$ cat src/rtl/crt_pkg.sv
package crt_pkg;

    localparam int ADDR_W = 2;

    localparam logic [ADDR_W-1:0] ADDR_CTRL = 2'd0;
    localparam logic [ADDR_W-1:0] ADDR_CNT  = 2'd1;
    localparam logic [ADDR_W-1:0] ADDR_RLD  = 2'd2;

    localparam int CTRL_BITS    = 7;
    localparam int OVF_FLAG_BIT = 7;
    localparam int TRG_FLAG_BIT = 8;
    localparam int CTRL_RD_W    = 9;

    // Packed control word; first field is the most significant bit (bit 6).
    typedef struct packed {
        logic trig_inv;
        logic tx_baud;
        logic rx_baud;
        logic trig_en;
        logic cap_sel;
        logic ext_cnt;
        logic run;
    } crt_ctrl_t;

endpackage

$ cat src/rtl/crt_edge_sync.sv
module crt_edge_sync #(
    parameter int STAGES = 2
) (
    input  logic clk,
    input  logic rst_n,
    input  logic din,
    output logic fall_o
);
    localparam int SH_W = STAGES + 1;

    logic [SH_W-1:0] sh_d, sh_q;

    always_comb begin
        sh_d   = {sh_q[SH_W-2:0], din};
        fall_o = sh_q[SH_W-1] & ~sh_q[SH_W-2];
    end

    always_ff @(posedge clk or negedge rst_n) begin
        if (!rst_n) sh_q <= '0;
        else        sh_q <= sh_d;
    end

    // a detected edge lasts exactly one cycle
    assert_single_fall_R3: assert property (@(posedge clk) disable iff (!rst_n)
        fall_o |=> !fall_o);

endmodule

$ cat src/rtl/crt_ctrl.sv
module crt_ctrl
    import crt_pkg::*;
(
    input  logic                 clk,
    input  logic                 rst_n,
    input  logic                 ctrl_we_i,
    input  logic [CTRL_RD_W-1:0] wdata_i,
    input  logic                 ovf_set_i,
    input  logic                 trig_set_i,
    output crt_ctrl_t            ctrl_o,
    output logic                 ovf_flag_o,
    output logic                 trig_flag_o
);
    typedef struct packed {
        crt_ctrl_t ctrl;
        logic      ovf;
        logic      trg;
    } ctrl_st_t;

    ctrl_st_t st_d, st_q;

    always_comb begin
        st_d = st_q;
        if (ctrl_we_i) begin
            st_d.ctrl = crt_ctrl_t'(wdata_i[CTRL_BITS-1:0]);
            if (wdata_i[OVF_FLAG_BIT]) st_d.ovf = 1'b0;
            if (wdata_i[TRG_FLAG_BIT]) st_d.trg = 1'b0;
        end
        // hardware set has priority over a software clear
        if (ovf_set_i)  st_d.ovf = 1'b1;
        if (trig_set_i) st_d.trg = 1'b1;
    end

    always_ff @(posedge clk or negedge rst_n) begin
        if (!rst_n) st_q <= '0;
        else        st_q <= st_d;
    end

    assign ctrl_o      = st_q.ctrl;
    assign ovf_flag_o  = st_q.ovf;
    assign trig_flag_o = st_q.trg;

    assert_ovf_sets_R8: assert property (@(posedge clk) disable iff (!rst_n)
        ovf_set_i |=> ovf_flag_o);

    assert_trig_sets_R9: assert property (@(posedge clk) disable iff (!rst_n)
        trig_set_i |=> trig_flag_o);

    assert_trig_clear_R10: assert property (@(posedge clk) disable iff (!rst_n)
        (ctrl_we_i && wdata_i[TRG_FLAG_BIT] && !trig_set_i) |=> !trig_flag_o);

    assert_ovf_sticky_R10: assert property (@(posedge clk) disable iff (!rst_n)
        (!ctrl_we_i && !ovf_set_i) |=> $stable(ovf_flag_o));

endmodule

$ cat src/rtl/crt_core.sv
module crt_core #(
    parameter int W = 16
) (
    input  logic         clk,
    input  logic         rst_n,
    input  logic         run_i,
    input  logic         ext_cnt_i,
    input  logic         cap_sel_i,
    input  logic         trig_en_i,
    input  logic         baud_i,
    input  logic         cnt_we_i,
    input  logic         rld_we_i,
    input  logic [W-1:0] wdata_i,
    input  logic         cnt_fall_i,
    input  logic         trig_fall_i,
    output logic [W-1:0] cnt_o,
    output logic [W-1:0] rld_o,
    output logic         ovf_set_o,
    output logic         trig_set_o,
    output logic         baud_tick_o
);
    typedef struct packed {
        logic [W-1:0] cnt;
        logic [W-1:0] rld;
        logic         tick;
    } core_st_t;

    core_st_t st_d, st_q;

    logic step, wrap, trig_hit, trig_act, reload_mode;

    always_comb begin
        step        = run_i & (ext_cnt_i ? cnt_fall_i : 1'b1);
        wrap        = step & (st_q.cnt == {W{1'b1}});
        trig_hit    = trig_en_i & trig_fall_i;
        trig_act    = trig_hit & ~baud_i;
        reload_mode = baud_i | ~cap_sel_i;

        st_d      = st_q;
        st_d.tick = wrap & baud_i;
        if (step)
            st_d.cnt = st_q.cnt + 1'b1;
        if (reload_mode && (wrap || trig_act))
            st_d.cnt = st_q.rld;
        if (!reload_mode && trig_act)
            st_d.rld = st_q.cnt;
        // software writes win over hardware updates
        if (cnt_we_i) st_d.cnt = wdata_i;
        if (rld_we_i) st_d.rld = wdata_i;

        ovf_set_o  = wrap & ~baud_i;
        trig_set_o = trig_hit;
    end

    always_ff @(posedge clk or negedge rst_n) begin
        if (!rst_n) st_q <= '0;
        else        st_q <= st_d;
    end

    assign cnt_o       = st_q.cnt;
    assign rld_o       = st_q.rld;
    assign baud_tick_o = st_q.tick;

    assert_hold_stopped_R2: assert property (@(posedge clk) disable iff (!rst_n)
        (!run_i && !cnt_we_i && !(trig_en_i && trig_fall_i)) |=> cnt_o == $past(cnt_o));

    assert_capture_R4: assert property (@(posedge clk) disable iff (!rst_n)
        (cap_sel_i && !baud_i && trig_en_i && trig_fall_i && !rld_we_i)
            |=> rld_o == $past(cnt_o));

    assert_trig_reload_R5: assert property (@(posedge clk) disable iff (!rst_n)
        (!cap_sel_i && !baud_i && trig_en_i && trig_fall_i && !cnt_we_i)
            |=> cnt_o == $past(rld_o));

    assert_baud_reload_R7: assert property (@(posedge clk) disable iff (!rst_n)
        (baud_tick_o && !$past(cnt_we_i)) |-> cnt_o == $past(rld_o));

    assert_write_wins_R12: assert property (@(posedge clk) disable iff (!rst_n)
        cnt_we_i |=> cnt_o == $past(wdata_i));

endmodule

$ cat src/rtl/cap_reload_timer.sv
module cap_reload_timer
    import crt_pkg::*;
#(
    parameter int W         = 16,
    parameter int SYNC_STGS = 2
) (
    input  logic              clk,
    input  logic              rst_n,
    input  logic              reg_we,
    input  logic [ADDR_W-1:0] reg_addr,
    input  logic [W-1:0]      reg_wdata,
    output logic [W-1:0]      reg_rdata,
    input  logic              count_in,
    input  logic              trig_in,
    output logic              ovf_flag_o,
    output logic              trig_flag_o,
    output logic              baud_tick_o
);
    crt_ctrl_t ctrl;
    logic      cnt_fall, trig_fall, trig_raw;
    logic      ovf_set, trig_set;
    logic      ctrl_we, cnt_we, rld_we;
    logic [W-1:0] cnt, rld;

    assign ctrl_we  = reg_we && (reg_addr == ADDR_CTRL);
    assign cnt_we   = reg_we && (reg_addr == ADDR_CNT);
    assign rld_we   = reg_we && (reg_addr == ADDR_RLD);
    assign trig_raw = trig_in ^ ctrl.trig_inv;

    crt_edge_sync #(.STAGES(SYNC_STGS)) cnt_sync_i (
        .clk(clk), .rst_n(rst_n), .din(count_in), .fall_o(cnt_fall));

    crt_edge_sync #(.STAGES(SYNC_STGS)) trig_sync_i (
        .clk(clk), .rst_n(rst_n), .din(trig_raw), .fall_o(trig_fall));

    crt_ctrl ctrl_i (
        .clk(clk), .rst_n(rst_n), .ctrl_we_i(ctrl_we),
        .wdata_i(reg_wdata[CTRL_RD_W-1:0]),
        .ovf_set_i(ovf_set), .trig_set_i(trig_set),
        .ctrl_o(ctrl), .ovf_flag_o(ovf_flag_o), .trig_flag_o(trig_flag_o));

    crt_core #(.W(W)) core_i (
        .clk(clk), .rst_n(rst_n),
        .run_i(ctrl.run), .ext_cnt_i(ctrl.ext_cnt), .cap_sel_i(ctrl.cap_sel),
        .trig_en_i(ctrl.trig_en), .baud_i(ctrl.rx_baud | ctrl.tx_baud),
        .cnt_we_i(cnt_we), .rld_we_i(rld_we), .wdata_i(reg_wdata),
        .cnt_fall_i(cnt_fall), .trig_fall_i(trig_fall),
        .cnt_o(cnt), .rld_o(rld), .ovf_set_o(ovf_set), .trig_set_o(trig_set),
        .baud_tick_o(baud_tick_o));

    always_comb begin
        unique case (reg_addr)
            ADDR_CTRL: reg_rdata = {{(W-CTRL_RD_W){1'b0}}, trig_flag_o, ovf_flag_o, ctrl};
            ADDR_CNT:  reg_rdata = cnt;
            ADDR_RLD:  reg_rdata = rld;
            default:   reg_rdata = '0;
        endcase
    end

endmodule

$ cat config.mk
export PLATFORM = sky130hd
export DESIGN_NAME = cap_reload_timer
export DESIGN_NICKNAME = d
export VERILOG_FILES = /design/src/rtl/crt_pkg.sv /design/src/rtl/crt_edge_sync.sv /design/src/rtl/crt_ctrl.sv /design/src/rtl/crt_core.sv /design/src/rtl/cap_reload_timer.sv
export SDC_FILE = /design/constraint.sdc
export NUM_CORES = 1
export LEC_CHECK = 0
export ABC_AREA = 1
export BUFFER_PORTS_ARGS = -buffer_cell sky130_fd_sc_hd__clkbuf_2
export CELL_PAD_IN_SITES_DETAIL_PLACEMENT = 0
export CELL_PAD_IN_SITES_GLOBAL_PLACEMENT = 2
export CORE_UTILIZATION = 29
export CTS_CLUSTER_SIZE = 24
export DETAILED_ROUTE_END_ITERATION = 8
export MAX_ROUTING_LAYER = met4
export PLACE_DENSITY_LB_ADDON = 0.1
export SKIP_LAST_GASP = 1
export SYNTH_ARGS = -nofsm -noshare
export SYNTH_HDL_FRONTEND = slang
export SYNTH_HIERARCHICAL = 1
export SYNTH_SLANG_ARGS = --single-unit
export TNS_END_PERCENT = 5
$ cat constraint.sdc
create_clock -name clk -period 1.7 [get_ports clk]
set_input_delay 0.085 -clock clk [delete_from_list [all_inputs] [get_ports clk]]
set_output_delay 0.085 -clock clk [all_outputs]
set_load 0.1 [all_outputs]
### Yosys cells after proc, flatten, opt, wreduce, memory -nomap -nowiden

Cells that the tools add are included.

| word-level totals | value |
|---|---|
| register bits after elaboration | 48 |
| input port bits | 23 |
| output and inout port bits | 19 |
| logic and storage cells | 61 |

| operators by class | value |
|---|---|
| add/sub/neg operators | 1 |
| equality and inequality tests | 3 |
| mux-type cells | 12 |
| bitwise operators | 15 |
| reductions and logical operators | 16 |

Operators with widths:

| cell | count |
|---|---|
| two-way mux 16 bit | 5 |
| one-hot mux 16 bit (3 select lines) | 1 |
| adder 16 x 1 -> 16 bit, second input constant | 1 |
| equality test 16 bit, second input constant | 1 |
| nonzero test 2 bit | 5 |
| bitwise AND 1 bit | 8 |
| logical AND 1 bit | 5 |
| two-way mux 1 bit | 5 |
| inverter 1 bit | 4 |
| AND reduction 2 bit | 2 |
| nonzero test 3 bit | 1 |
| equality test 2 x 1 -> 1 bit, second input constant | 1 |
| equality test 2 bit, second input constant | 1 |
| zero test 2 bit | 1 |
| two-way mux 2 bit | 1 |
| OR 1 bit | 2 |
| zero test 1 bit | 1 |
| logical OR 1 bit | 1 |
| XOR 1 bit | 1 |

### Depth between registers and ports, before layout

Gate-level depths: netlist (run 1).

| logic depth | value |
|---|---|
| depth after elaboration | 9 |
| gate-level depth with buffers | 14 |
| depth with buffers taken out | 13 |

### Modules after synthesis

Netlist (run 1), hierarchy kept.

By module, submodules not included:

| module | instances | cells an instance | area an instance (sq um) | sequential area each (sq um) |
|---|---|---|---|---|
| crt_core | 1 | 332 | 2,188.3 | 825.8 |
| cap_reload_timer | 1 | 72 | 365.4 | 0.0 |
| crt_ctrl | 1 | 39 | 354.1 | 225.2 |
| crt_edge_sync | 2 | 5 | 85.1 | 75.1 |

### Worst setup path before layout (run 1)

No wires, ideal clock.

| timing | value |
|---|---|
| path kind | reg-to-output |
| start | register ctrl_i.st_q (netlist bit ctrl_i/ovf_flag_o) |
| end | output port reg_rdata[7] |
| arrival | 1,752 ps |
| required time | 1,615 ps |
| setup slack | -137 ps |
| stages on the path, launching flop included | 3 |
| buffers on the path | 0 |
| cells stage by stage | dfrtp_1 -> nand2_1 -> nand3_1 |

| on the way | value |
|---|---|
| cells in the longest elaborated chain, start to end | 1 |

Ends and longest elaborated chain:

| what | RTL line | RTL |
|---|---|---|
| start, declared | crt_ctrl.sv:20 | `ctrl_st_t st_d, st_q;` |
| start signal, assigned | crt_ctrl.sv:36 | `else st_q <= st_d;` |
| one-hot mux 16 bit (3 select lines) | cap_reload_timer.sv:52 | `unique case (reg_addr)` |
| end, declared | cap_reload_timer.sv:12 | `output logic [W-1:0] reg_rdata,` |

No other way between the ends.

### Final worst setup path (run 1)

| timing | value |
|---|---|
| start | register core_i.st_q (netlist bit core_i/cnt_o[1]) |
| end | register core_i.st_q (netlist bit core_i/cnt_o[7]) |

| on the way | value |
|---|---|
| cells in the longest elaborated chain, start to end | 6 |
| elaborated cells between the ends (all ways) | 9 |
| those cells by class | 1 x add/sub; 1 x eq/ne; 3 x mux; 1 x bitwise; 3 x reduce/logical |

Ends and longest elaborated chain:

| what | RTL line | RTL |
|---|---|---|
| start, declared | crt_core.sv:28 | `core_st_t st_d, st_q;` |
| start signal, assigned | crt_core.sv:57 | `else st_q <= st_d;` |
| branches (longest 6 deep; another with adder 16 x 1 -> 16 bit) | -- |  |

Parallel ways; which one is timed is not known. The select of a mux whose other input is x is not followed.
A chain may end at the register's enable or synchronous reset.

==> metrics, run 1 <==
CTS tree=done; post-synth top area share=39.0%; Nets=549; setup_tns=0 ns; Yosys reg bits=48; Fin. Hold Viols=0; vias after detailed routing=3,079; IR drop worst, VDD=0.000497 V; outcome=complete, no violations; Final Critical Period=between 1.5 and 2 ns; vias in the first global route=3,056; Setup WS post-layout=just over 0.08 ns; Seq/Total Area, Yosys=39.0%; Routed Antenna Nets=0; detailed-route DRC error count=0; max-cap violations=0; wire per inst=around 15 um; largest net degree at the start of global routing=33; CP Max Fanout=8; Post-Syn Area=3080 sq um; vias per cell=4.66; Top Ports=42; port bufs=between 40 and 50; hpwl dp=about 7100 um; clk_lat worst skew=0.31 ns; n_diodes=0; worst slack, placed=0.0173 ns; fin. max-slew vios=0; Final Cycle Share=between 90 and 100%; FP Rows=37; Synth Warn #=6; Worst EP required=~1.9 ns; unrepaired setup endpoints after global routing=true; Initial Util=29.8%; cell count after synthesis=453; Reg clk slew, reported paths=approximately 0.10 ns; Slew headroom=between 60% and 70%; Pleak=between 2 and 2.5 nW; crit end category=flop; synth top area cells=dfrtp_1 (39%), nand2_1 (20%), nand3_1 (11%); Fillers=roughly 1,100; highest attainable clock frequency=618 MHz; Inserted Clock Buffers=5; chip height=105 um; Synthesized Nets=477; clock sink count=48; clk root buf=clkbuf_8; Setup violations, final=0; Max Clock Skew=0.00814 ns; die area=11,000 sq um; critical path launch point type=flop; H-tree depth=2; Netlist cell types=27; core area=10,300 sq um; total iterations of the first detailed-routing run=4; final RePlAce weighted congestion=0.782; WHS=0.0194 ns; GR Util All Layers=19.5%; top cell type by total area after synthesis=dfrtp_1; syn avg cell area=6.79 sq um; Die Span X=105 um; Detailed Route WL=10,100 um; Least-Margin Pin Slew=0.589 ns; first-pass GRT wire length=about 16,000 um; total gr overflow=0; CP Class=flop to flop; area grow syn2layout=36.9%; antenna violations before repair=0; 1st-iter DRT viols=109; arrival time worst endpoint=around 1.8 ns; Hold Path Class=primary input to flop; share of cells above drive strength 1=a little under a quarter; Power Density=between 1000 and 1500 nW/um^2; clock buffer depth=2
[worst max-delay path, stage by stage (launching register included)]
cell and delay, ns:
dfrtp_1 0.38, ha_2 0.24, nand3_4 0.12, nor2_4 0.15
nand3_4 0.11, nand2_8 0.15, nand2_8 0.09, nand2_1 0.09
nand3_1 0.06, nand2_1 0.07, nand2_1 0.05
[cell type report]
| cell class | count | area (sq um) | area share, % |
|---|---|---|---|
| Multi-Input combinational cell | 338 | 1690 | 40.0 |
| Sequential cell | 48 | 1200 | 28.6 |
| Timing Repair Buffer | 86 | 900 | 21.3 |
| Inverter | 46 | 173 | 4.10 |
| Tap cell | 136 | 170 | 4.04 |
| Clock buffer | 5 | 68.8 | 1.63 |
| Clock inverter | 2 | 12.5 | 0.297 |
[per-layer routing]
metal  track usage, %  wire length [um]  vias up
met5                -                 0        -
met1             26.5              5060     1441
met3             2.56               344        6
li1                 -                 -     1587
met4             4.63                83        0
met2             30.7              4610       45
[cell usage after synthesis, drive strengths merged]
master and number:
a31oi 16, buf 15, clkbuf 7, clkinv 2, dfrtp 48, ha 1
inv 44, nand2 168, nand3 68, nand4 2, nor2 39, nor3 3
o211ai 1, o21ai 26, or2 1, xnor2 8, xor2 4
[registers in the layout, indices dropped and copies added (netlist names)]
name                count
cnt_sync_i/sh_q         3
core_i/baud_tick_o      1
core_i/cnt_o           16
core_i/rld_o           16
ctrl_i/ctrl_o           7
ctrl_i/ovf_flag_o       1
ctrl_i/trig_flag_o      1
trig_sync_i/sh_q        3
[stage by stage]
stage | util, % | instances | total power (W) | cell area (sq um)
floorplan | - | 453 | 0.00392 | 3080
global placement | 37.9 | 645 | 0.00515 | 3910
detailed placement | 37.9 | 645 | 0.00517 | 3910
CTS | 39.0 | 655 | 0.00590 | 4020
global route | 40.8 | 661 | 0.00647 | 4210
finish | 40.8 | 661 | 0.00601 | 4210
[path summary, 6_finish.rpt]
| check | start | end | slack [ns] | cells past startpoint |
|---|---|---|---|---|
| setup / recovery | core_i/cnt_o[1]$_DFFE_PN0P_ | core_i/cnt_o[7]$_DFFE_PN0P_ | 0.08 | 10 |
| hold / removal | reg_wdata[14] | core_i/rld_o[14]$_DFFE_PN0P_ | 0.02 | 3 |
| setup reg to reg | core_i/cnt_o[1]$_DFFE_PN0P_ | core_i/cnt_o[7]$_DFFE_PN0P_ | 0.08 | 10 |
| hold reg to reg | trig_sync_i/sh_q[0]$_DFF_PN0_ | trig_sync_i/sh_q[1]$_DFF_PN0_ | 0.36 | 0 |
| max in group asynchronous | rst_n | core_i/cnt_o[3]$_DFFE_PN0P_ | 0.83 | 3 |
| min in group asynchronous | rst_n | trig_sync_i/sh_q[2]$_DFF_PN0_ | 0.30 | 2 |
[power by group]
part           total [W]  switching, W  internal [W]  leakage [nW]
Sequential       0.00193      0.000391       0.00154         0.573
Clock           0.000702      0.000422      0.000280        0.0400
Combinational    0.00338       0.00203       0.00134          1.45
[logic make-up after synthesis]
kind of cell             count (synthesis)  synth area share (%)
AO/OA/AOI/OAI                           43                  7.89
XOR/XNOR                                12                  3.41
adder cells (fa/ha/maj)                  1                 0.406
buffers and inverters                   68                  9.92
flip-flops                              48                  39.0
AND/OR/NAND/NOR                        281                  39.3
[cell usage in the layout, fill, tap and decap left out, types with 16 or more instances in the layout]
cell type and n:
dfrtp_1 46, nand3_1 64, buf_4 33, buf_12 21, inv_1 39, o21ai_0 21
clkbuf_2 25, a31oi_1 16, nand2_1 164, nor2_1 29
[repair_timing]
| item | CTS | global route |
|---|---|---|
| buffers inserted | 0 | 3 |
| hold endpoints to repair | 20 | 0 |
| endpoints found under the setup margin | 0 | 32 |
| resized for setup | 0 | 26 |
| hold buffers | 3 | 0 |
(Power assumes the default switching activity.)
==> run 2, diff against run 1 <==
--- a/config.mk
+++ b/config.mk
@@ -14,6 +14,7 @@
 export DETAILED_ROUTE_END_ITERATION = 8
 export MAX_ROUTING_LAYER = met4
 export PLACE_DENSITY_LB_ADDON = 0.1
+export RECOVER_POWER = 50
 export SKIP_LAST_GASP = 1
 export SYNTH_ARGS = -nofsm -noshare
 export SYNTH_HDL_FRONTEND = slang
==> run 2 against run 1 <==
Worst hold slack better by 0.0022 ns. Fmax is 0.26% lower. Total power is 0.12% lower. First-iteration DRC count is 2.8% lower. Via count is 0.65% higher. Core utilization is 0.15 points lower. Sequential power hardly changed. Non-clock buffer count stayed put. Clock skew is 0.00098 ns higher. Sequential share of layout area is 0.10 points higher. Critical path depth stayed put. Critical path type unchanged. Highest routed layer unchanged.
==> metrics, run 2 (synthesis results as in run 1) <==
CP max-delay cell=dfrtp_1; vias after detailed routing=3,099; largest net degree at the start of global routing=33; max-cap violations=0; share of cells above drive strength 1=22.9%; arrival time worst endpoint=1.82 ns; Final Critical Period=1.62 ns; core area=10,300 sq um; area grow syn2layout=36.4%; top cell family by delay on the critical path=simple AND/OR/NAND/NOR gates; dpl cell area=3910 sq um; Hold Path Class=primary input to flop; Pleak=2.05 nW; M1 WL=5010 um; Reg power frac=about 32%; Top Ports=42; Layout Utilization=between 40% and 50%; Routed Antenna Nets=0; critical path launch point type=flop; FP Rows=37; outcome=complete, no violations; Final Cycle Share=approximately 95%; IR drop worst, VDD=between 0.0004 and 0.0005 V; vias per cell=roughly 4.7; highest attainable clock frequency=around 620 MHz; first-pass GRT wire length=between 15,000 and 20,000 um; hpwl dp=~7000 um; commonest non-fill, non-tap cell in the layout=nand2_1; Fin. Hold Viols=0; unrepaired setup endpoints after global routing=true; CTS tree=done; fin. max-slew vios=0; total gr overflow=0; crit end category=flop; max layer used=met4; CP Class=flop to flop; Nets=549; Psw=0.00284 W; Detailed Route WL=10,100 um; CP Cell Sequence=ha_2 -> nand3_4 -> nor2_4 -> nand3_4 -> nand2_8 -> nand2_8 -> nand2_1 -> nand3_1 -> nand2_1 -> nand2_1; placed cells=645; clk root buf=clkbuf_8; Power Density=between 1000 and 1500 nW/um^2; clk_lat worst skew=about 0.31 ns; setup slack, reg-to-reg=0.08 ns; Logic pwr share=56.2%; Critical Path Max Stage Delay=approximately 0.38 ns; internal power=around 0.0032 W; total iterations of the first detailed-routing run=4; Reg clk slew, reported paths=~0.09 ns; Max Clock Skew=around 0.009 ns; final RePlAce weighted congestion=between 0.7 and 0.8; Least-Margin Pin Slew=roughly 1.2 ns; Fillers=1,080; Die Span X=105 um; antenna violations before repair=0; n_diodes=0; clock buffer depth=2; Initial Util=29.8%; die area=11,000 sq um; wire per inst=15.2 um; 1st-iter DRT viols=about 110; post-route design area=4200 sq um; GR Util All Layers=19.5%; Slew headroom=18.4%; most frequent cells in the layout=nand2_1 (164), nand3_1 (64), dfrtp_1 (46), inv_1 (39), buf_4 (32); chip height=105 um; WP buf/inv=0; routed wl met3=323 um; WL met2=4640 um; Clock Power Share=11.7%; detailed-route DRC error count=0; port bufs=41; non-filler cells, final=661; clock sink count=48; Sw Share=47.4%; Setup violations, final=0; CP dominant cell by count=nand2_1; H-tree depth=2; setup_tns=0 ns; Inserted Clock Buffers=5; CP Max Fanout=8; Worst EP required=1.90 ns; vias in the first global route=3,056
run 2: cell types whose count changed in the layout (fill, tap and decap cells not counted):
cell / previous run / this run
buf_12: 21 / 20
buf_4: 33 / 32
buf_6: 1 / 2
clkbuf_1: 0 / 3
clkbuf_2: 25 / 23
run 2: per-layer routing:
layer | up-vias | GRT usage (%)
li1 | 1586 | -
met2 | 50 | 30.7
met5 | - | -
met4 | 0 | 4.63
met1 | 1455 | 26.5
met3 | 8 | 2.56
run 2: worst paths after layout:
check,start,end,cells past startpoint
min in group asynchronous,rst_n,trig_sync_i/sh_q[2]$_DFF_PN0_,2
worst max register to register,core_i/cnt_o[1]$_DFFE_PN0P_,core_i/cnt_o[7]$_DFFE_PN0P_,10
worst min register to register,trig_sync_i/sh_q[0]$_DFF_PN0_,trig_sync_i/sh_q[1]$_DFF_PN0_,0
worst max-delay path,core_i/cnt_o[1]$_DFFE_PN0P_,core_i/cnt_o[7]$_DFFE_PN0P_,10
max in group asynchronous,rst_n,core_i/cnt_o[3]$_DFFE_PN0P_,3
worst min-delay path,reg_wdata[14],core_i/rld_o[14]$_DFFE_PN0P_,3
run 2: what timing repair did:
| item | CTS | global route |
|---|---|---|
| buffers inserted | 0 | 3 |
| hold buffers | 3 | 0 |
| endpoints found under the hold margin | 20 | 0 |
| resized for setup | 0 | 26 |
| endpoints found under the setup margin | 0 | 32 |
run 2: final cells by class:
cell class | instances | area (sq um) | area share (%)
Multi-Input combinational cell | 338 | 1690 | 40.2
Timing Repair Buffer | 86 | 885 | 21.1
Sequential cell | 48 | 1200 | 28.7
Inverter | 46 | 173 | 4.11
Clock inverter | 2 | 12.5 | 0.298
Tap cell | 136 | 170 | 4.05
Clock buffer | 5 | 68.8 | 1.64
run 2: power by group through the flow:
stage | sequential, W | combinational [W] | clock [W]
CTS | 0.00191 | 0.00325 | 0.000741
global route | 0.00199 | 0.00370 | 0.000777
floorplan | 0.00196 | 0.00196 | 0
finish | 0.00193 | 0.00337 | 0.000700
detailed placement | 0.00193 | 0.00324 | 0
global placement | 0.00193 | 0.00323 | 0
run 2: tightest hold or removal path: stages:
cell and delay (ns):
clkbuf_2 0.09, nand2_1 0.05, a31oi_1 0.07
run 2: stage by stage:
| step | power, W | hold WS (ns) | setup WS, ns |
|---|---|---|---|
| 6_report | 0.00600 | 0.0216 | 0.0775 |
| 2_1_floorplan | 0.00392 | -0.211 | -0.137 |
| 3_3_place_gp | 0.00515 | 0.120 | 0.0273 |
| 4_1_cts | 0.00590 | 0.00885 | 0.00386 |
| 5_1_grt | 0.00647 | 0.0281 | -0.0598 |
| 3_5_place_dp | 0.00517 | 0.121 | 0.0173 |
